$ cat src/rtl/booth_pkg.sv
package booth_pkg;
  typedef enum logic [1:0] {
    OP_NONE = 2'd0,
    OP_ADD  = 2'd1,
    OP_SUB  = 2'd2
  } booth_op_e;

  typedef enum logic [1:0] {
    ST_IDLE = 2'd0,
    ST_RUN  = 2'd1,
    ST_DONE = 2'd2
  } seq_state_e;
endpackage

$ cat src/rtl/booth_recode.sv
module booth_recode
  import booth_pkg::*;
(
  input  logic      cur_i,
  input  logic      prev_i,
  output booth_op_e op_o
);
  always_comb begin
    unique case ({cur_i, prev_i})
      2'b01:   op_o = OP_ADD;
      2'b10:   op_o = OP_SUB;
      default: op_o = OP_NONE;
    endcase
  end
endmodule

$ cat src/rtl/booth_addsub.sv
module booth_addsub
  import booth_pkg::*;
#(
  parameter int unsigned WIDTH = 8,
  localparam int unsigned AW = WIDTH + 1
) (
  input  logic [AW-1:0]    acc_i,
  input  logic [WIDTH-1:0] mcand_i,
  input  booth_op_e        op_i,
  output logic [AW-1:0]    sum_o
);
  logic [AW-1:0] mext;
  logic [AW-1:0] operand;
  logic          cin;

  assign mext = {mcand_i[WIDTH-1], mcand_i};

  // subtract as add of inverted operand plus carry-in
  always_comb begin
    unique case (op_i)
      OP_ADD:  begin operand = mext;        cin = 1'b0; end
      OP_SUB:  begin operand = ~mext;       cin = 1'b1; end
      default: begin operand = '0;          cin = 1'b0; end
    endcase
  end

  assign sum_o = acc_i + operand + AW'(cin);
endmodule

$ cat src/rtl/booth_ctrl.sv
module booth_ctrl
  import booth_pkg::*;
#(
  parameter int unsigned WIDTH = 8,
  localparam int unsigned CW = (WIDTH > 1) ? $clog2(WIDTH) : 1,
  localparam logic [CW-1:0] LAST = CW'(WIDTH - 1)
) (
  input  logic clk_i,
  input  logic rst_ni,
  input  logic start_i,
  output logic load_o,
  output logic step_o,
  output logic busy_o,
  output logic done_o
);
  seq_state_e    state_q, state_d;
  logic [CW-1:0] cnt_q, cnt_d;

  assign busy_o = (state_q == ST_RUN);
  assign done_o = (state_q == ST_DONE);
  assign step_o = busy_o;
  assign load_o = start_i && !busy_o;

  always_comb begin
    state_d = state_q;
    cnt_d   = cnt_q;
    unique case (state_q)
      ST_IDLE, ST_DONE: begin
        state_d = ST_IDLE;
        if (start_i) begin
          state_d = ST_RUN;
          cnt_d   = '0;
        end
      end
      ST_RUN: begin
        if (cnt_q == LAST) state_d = ST_DONE;
        else               cnt_d   = cnt_q + 1'b1;
      end
      default: state_d = ST_IDLE;
    endcase
  end

  always_ff @(posedge clk_i or negedge rst_ni) begin
    if (!rst_ni) begin
      state_q <= ST_IDLE;
      cnt_q   <= '0;
    end else begin
      state_q <= state_d;
      cnt_q   <= cnt_d;
    end
  end

  AST_DONE_ONE_CYCLE: assert property (@(posedge clk_i) disable iff (!rst_ni)
    done_o |=> !done_o);
  AST_DONE_AFTER_RUN: assert property (@(posedge clk_i) disable iff (!rst_ni)
    $rose(done_o) |-> $past(busy_o));
  AST_ITER_COUNT: assert property (@(posedge clk_i) disable iff (!rst_ni)
    $rose(done_o) |-> ($past(cnt_q) == LAST));
endmodule

$ cat src/rtl/booth_seq_mul.sv
module booth_seq_mul
  import booth_pkg::*;
#(
  parameter int unsigned WIDTH = 8,
  localparam int unsigned AW = WIDTH + 1,
  localparam int unsigned PW = 2 * WIDTH
) (
  input  logic             clk_i,
  input  logic             rst_ni,
  input  logic             start_i,
  input  logic [WIDTH-1:0] a_i,
  input  logic [WIDTH-1:0] b_i,
  output logic             busy_o,
  output logic             done_o,
  output logic [PW-1:0]    product_o
);
  logic [AW-1:0]    acc_q;
  logic [WIDTH-1:0] mplr_q;
  logic [WIDTH-1:0] mcand_q;
  logic             hist_q;
  logic             load, step;
  booth_op_e        op;
  logic [AW-1:0]    sum;

  booth_ctrl #(.WIDTH(WIDTH)) u_ctrl (
    .clk_i  (clk_i),
    .rst_ni (rst_ni),
    .start_i(start_i),
    .load_o (load),
    .step_o (step),
    .busy_o (busy_o),
    .done_o (done_o)
  );

  booth_recode u_recode (
    .cur_i (mplr_q[0]),
    .prev_i(hist_q),
    .op_o  (op)
  );

  booth_addsub #(.WIDTH(WIDTH)) u_addsub (
    .acc_i  (acc_q),
    .mcand_i(mcand_q),
    .op_i   (op),
    .sum_o  (sum)
  );

  // add/sub then arithmetic right shift of {acc, mplr, hist}
  always_ff @(posedge clk_i or negedge rst_ni) begin
    if (!rst_ni) begin
      acc_q   <= '0;
      mplr_q  <= '0;
      mcand_q <= '0;
      hist_q  <= 1'b0;
    end else if (load) begin
      acc_q   <= '0;
      mplr_q  <= b_i;
      mcand_q <= a_i;
      hist_q  <= 1'b0;
    end else if (step) begin
      acc_q   <= {sum[AW-1], sum[AW-1:1]};
      mplr_q  <= {sum[0], mplr_q[WIDTH-1:1]};
      hist_q  <= mplr_q[0];
    end
  end

  assign product_o = {acc_q[WIDTH-1:0], mplr_q};

  AST_IGNORE_START: assert property (@(posedge clk_i) disable iff (!rst_ni)
    (busy_o && start_i) |=> $stable(mcand_q));
  AST_HOLD_RESULT: assert property (@(posedge clk_i) disable iff (!rst_ni)
    (!busy_o && !start_i) |=> $stable(product_o));
endmodule

$ cat config.mk
export PLATFORM = sky130hd
export DESIGN_NAME = booth_seq_mul
export DESIGN_NICKNAME = d
export VERILOG_FILES = /design/src/rtl/booth_pkg.sv /design/src/rtl/booth_recode.sv /design/src/rtl/booth_addsub.sv /design/src/rtl/booth_ctrl.sv /design/src/rtl/booth_seq_mul.sv
export SDC_FILE = /design/constraint.sdc
export NUM_CORES = 1
export LEC_CHECK = 0
export BUFFER_PORTS_ARGS = -buffer_cell sky130_fd_sc_hd__buf_2
export CORE_ASPECT_RATIO = 1.5
export CORE_UTILIZATION = 50
export DETAILED_ROUTE_END_ITERATION = 8
export PLACE_DENSITY = 0.74
export SETUP_SLACK_MARGIN = 0.05
export SLEW_MARGIN = 20
export SYNTH_ARGS = -nofsm -noshare
export SYNTH_HDL_FRONTEND = slang
export SYNTH_HIERARCHICAL = 1
export SYNTH_SLANG_ARGS = --single-unit
export TNS_END_PERCENT = 20
$ cat constraint.sdc
create_clock -name clk_i -period 8.5 [get_ports clk_i]
set_clock_uncertainty 0.05 [all_clocks]
set_input_delay 2.55 -clock clk_i [delete_from_list [all_inputs] [get_ports clk_i]]
set_output_delay 2.55 -clock clk_i [all_outputs]
set_load 0.02 [all_outputs]
======== Word level (Yosys, flattened, before mapping) ========
Cells that the tools add are included.
word-level totals
  bits in read-only memories .............. 0
  input port bits ......................... 19
  memory bits (writable) .................. 0
  memories kept ........................... 0
  latch bits .............................. 0
  flip-flop bits (word level) ............. 31
operators by class
  shift-type cells ........................ 0
  $mul .................................... 0
  mux-type cells .......................... 15
  $lt $le $gt $ge ......................... 0
  bitwise logic cells ..................... 1
  divide/modulo/power cells ............... 0
  eq/ne operators ......................... 10
  reduce and logical (&&, ||, !) cells .... 7
  add/subtract/negate cells ............... 3
operators by type and width
  operator             count
  $mux 9               2
  $pmux 9 s2           1
  $mux 8               2
  $add 9x1->9          1
  $add 9x9->9          1
  $not 9->9            1
  $pmux 2 s2           2
  $eq 2x1->1 const B   3
  $eq 2x2->1 const B   3
  $mux 3               2
  $ne 2x2->1 const B   3
  $pmux 3 s2           1
  $mux 1               4
  $reduce_bool 2->1    2
  $add 3x1->3 const B  1
  $eq 3x3->1 const B   1
  $reduce_and 3->1     1
  $logic_not 2->1      1
  $mux 2               1
  $reduce_or 2->1      1
  $logic_and 1x1->1    1
  $logic_not 1->1      1

======== Depth between registers and ports, before layout ========
  depth after elaboration ................. 8
  depth in mapped cells ................... 12
  mapped depth without buffers ............ 12

======== By module ========
The synthesis kept the hierarchy.
by module, submodules not included
  module         cells each  area each (µm²)  seq. area each (µm²)  times used
  booth_seq_mul  81          1072.3           625.6                 1
  booth_addsub   60          470.5            0.0                   1
  booth_ctrl     25          294.0            125.1                 1
  booth_recode   2           15.0             0.0                   1

======== Worst setup path before layout ========
OpenSTA, ideal clock, no wires.
  path kind ............................... register -> output
  start point ............................. reg u_ctrl.state_q[0]
  end point ............................... out done_o
  required time ........................... 5.900 ns
  buffers on the path ..................... 1
  stages on the path, launching flop included .. 3
  setup slack ............................. 5.061 ns
  data arrival time ....................... 0.839 ns
  path through ............................ dfrtp_1 buf_2 nor2b_1
between the ends
  cells in the longest elaborated chain, start to end .. 1
ends and longest elaborated chain
  item                    line                 RTL
  start, declared         booth_ctrl.sv:16     seq_state_e state_q, state_d;
  start signal, assigned  booth_ctrl.sv:48     state_q <= state_d;
  $eq 2x2->1              booth_ctrl.sv:20     assign done_o = (state_q == ST_DONE);
  end, declared           booth_seq_mul.sv:14  output logic done_o,
No other way between the ends.

======== Worst setup path after layout ========
  start point ............................. reg u_ctrl.state_q[0]
  end point ............................... out busy_o
between the ends
  cells in the longest elaborated chain, start to end .. 1
ends and longest elaborated chain
  item           line                 RTL
  $eq 2x1->1     booth_ctrl.sv:19     assign busy_o = (state_q == ST_RUN);
  end, declared  booth_seq_mul.sv:13  output logic busy_o,
No other way between the ends.

==> results.yml <==
critical_path:
  critPathLaunchType: "flop"
  rr_worst_depth: 12
  cpPeakStageDelay_ns: 0.90
  end_kind: "primary output"
  cp.required_ns: 5.90
  worstSetupPathType: "flop to primary output"
  path_max_fanout: 20
  r2r-start: "mplr_q[0]"
  slowest_stage: "and2b_1"
  timing.rr.end: "acc_q[5]"
  cp_data_arrival_time_ns: 2.03
  timing.reg2reg.setup_slack_ns: 5.25
  crit_chain: "and2b_1 -> buf_2"
timing:
  fin_tns_setup_ns: 0
  tightest_slew_ns: 1.078
  setup_viol: 0
  max_slew_margin: 0.2811
  drv_slew: 0
  hold_slack_ns: 0.4778
  layout_worst_path_cycle_share: 0.5441
  rsz0062_at_grt: "false"
  post-route-min-period_ns: 4.625
  hold_viol: 0
  timing.fmax_mhz: 216.2
place:
  gp_congestion: 0.8491
  dpl.hpwl_um: 2821
  port_buffers: 36
route:
  wl_per_cell_um: 15.41
  via_per_inst: 5.541
  ant_nets: 0
  drtIter0Drc: 26
  drc: 0
  first_pass_iters: 4
  vias: 1363
  wl_um: 3790
floorplanning:
  die_x_um: 51.69
  dieArea_mm2: 0.003956
  die_y_um: 76.54
  coreArea_mm2: 0.003481
  pin_count: 37
  start_util: 0.5320
  rows: 26
finish:
  nFillCells: 316
  n_antenna_cell: 0
  layout.nets: 234
  final_common_cell: "buf_2"
  synthToLayoutAreaGrowth_pct: 13.11
  final_cell_mix: "buf_2 (36), dfrtp_1 (30), nand2_1 (20), mux2i_1 (18), o21ai_0 (15)"
  layout-drive-gt1-share: 0.2941
yosys:
  yosysTopAreaCellShare: 0.4054
  yosys_warnings: 6
  yosysTopAreaCell: "dfrtp_1"
  synth_cells: 168
  ys_seq_area_frac: 0.4054
  syn_avg_cell_area_um2: 11.02
  synth_cell_type_count: 41
  ys_ff_latch: 30
  syn_nets: 198
  ys_top_cells_by_area: "dfrtp_1 (41%), mux2i_1 (9.7%), ha_1 (6.1%)"
  synth_area_mm2: 0.001852
power_and_ir_drop:
  switching_share: 0.4496
  powerDensity_mw_per_mm2: 483.0
  vdd_drop_max_v: 0.0003021
  power_frac_comb: 0.614
  internal-power_mw: 0.5568
  p_leak_nw: 1.075
  seqPwrFrac: 0.283
  p_clk_frac: 0.103
  p_sw_mw: 0.4549
cts:
  cts_root_buf: "clkbuf_8"
  numCtsBuffers: 5
  clock_latency_ns: 0.27
  htree_num_levels: 2
  clkTransAtPathRegs_ns: 0.06
  cts_tree: "done"
  cts_resized: 0
  ctsHoldBuffers: 0
  cts_num_sinks: 30
  clockBufferDepth: 2
  postCtsSetupBuffers: 0
grt:
  grt.total_usage: 0.2194
  grt_antenna_before_repair: 0
  grt_remaining_overflow: 0
  grt_max_degree: 34
  grt_pass1_vias: 1503
  grt_first_pass_wirelength_um: 6589
run:
  cap_violations: 0
worst_hold_path:
  hold_depth: 1
  holdPathEnd: "mcand_q[1]"
  hp-start: "mcand_q[1]"
  min_path_type: "flop to flop"
outcome:
  status: "finished clean"
[kinds of logic (layout without fill, tap and decap cells)]
group / Yosys count / count (layout) / share of synthesized area
simple gates: 48 / 48 / 0.1331
compound gates: 35 / 35 / 0.1385
flops: 30 / 30 / 0.4054
mux: 27 / 27 / 0.1622
fa+ha+maj: 11 / 11 / 0.08243
buf+inv: 10 / 46 / 0.04527
xor+xnor: 7 / 7 / 0.03311
[state kept, by name, summed over array words and instances (netlist names)]
| name | cells |
|---|---|
| u_ctrl/cnt_q | 3 |
| mcand_q | 8 |
| mplr_q | 8 |
| hist_q | 1 |
| u_ctrl/state_q | 2 |
| acc_q | 8 |
[per-layer routing]
metal | vias up | global-route usage | share of wire | wire (um)
met4 | 0 | 0.08378 | 0.015 | 55
met3 | 6 | 0.04790 | 0.030 | 114
li1 | 668 | - | - | -
met1 | 666 | 0.2445 | 0.41 | 1545
met5 | - | 0 | 0 | 0
met2 | 23 | 0.3896 | 0.55 | 2074
[final cells by class]
cell class / count / area (um2) / share of cell area
well taps: 42 / 52.55 / 0.02509
repair buffers: 37 / 187.7 / 0.08961
multi-input cells: 128 / 1020 / 0.4869
flip-flops and latches: 30 / 750.7 / 0.3584
clock buffers: 7 / 76.32 / 0.03644
inverters: 2 / 7.507 / 0.003584
[how the worst max path moves through the flow]
stage                                  from  endpoint  slack (ns)
after global placement    u_ctrl/state_q[0]    busy_o        4.23
final                     u_ctrl/state_q[0]    busy_o        3.87
after detailed placement  u_ctrl/state_q[0]    busy_o        4.20
after CTS                 u_ctrl/state_q[0]    busy_o        3.88
after global routing      u_ctrl/state_q[0]    busy_o        3.77
after floorplan           u_ctrl/state_q[0]    done_o        5.06
[cell usage after synthesis, drive strengths merged]
cell / n
buf: 8
nor2b: 5
a21o: 2
fa: 2
o21ai: 18
nand3: 1
nand3b: 1
nand2: 20
o211a: 2
inv: 2
nor3: 2
dfrtp: 30
xnor2: 5
and2b: 2
xor2: 2
a21oi: 5
mux2i: 18
a211oi: 1
or3b: 1
o21a: 1
nand2b: 1
o211ai: 1
and2: 1
and4b: 1
mux2: 9
nor3b: 2
a221oi: 1
a311o: 2
o21bai: 1
ha: 9
nor2: 10
or4b: 1
o31ai: 1
[power by group through the flow]
stage | clock, mW | combinational (mW) | sequential (mW)
after floorplan | 0 | 0.461 | 0.317
after global placement | 0 | 0.589 | 0.282
after detailed placement | 0 | 0.616 | 0.289
after CTS | 0.110 | 0.623 | 0.287
after global routing | 0.116 | 0.692 | 0.298
final | 0.104 | 0.621 | 0.286
[critical path, delay by kind of cell, from the launching register on]
family | cells | cell delay, ns
AND/OR/NAND/NOR | 1 | 0.90
flip-flops | 1 | 0.54
buffers and inverters | 1 | 0.32
[stage by stage]
| step | setup WS (ns) | util | power, mW | cell area (um2) | cells |
|---|---|---|---|---|---|
| 3_3_place_gp | 4.226 | 0.5798 | 0.8704 | 2018 | 239 |
| 2_1_floorplan | 5.061 | - | 0.7775 | 1852 | 168 |
| 5_1_grt | 3.773 | 0.6017 | 1.106 | 2095 | 246 |
| 6_report | 3.875 | 0.6017 | 1.012 | 2095 | 246 |
| 3_5_place_dp | 4.205 | 0.5798 | 0.9052 | 2018 | 239 |
| 4_1_cts | 3.880 | 0.6017 | 1.020 | 2095 | 246 |
Note: power is estimated with default switching activity, not from simulation.
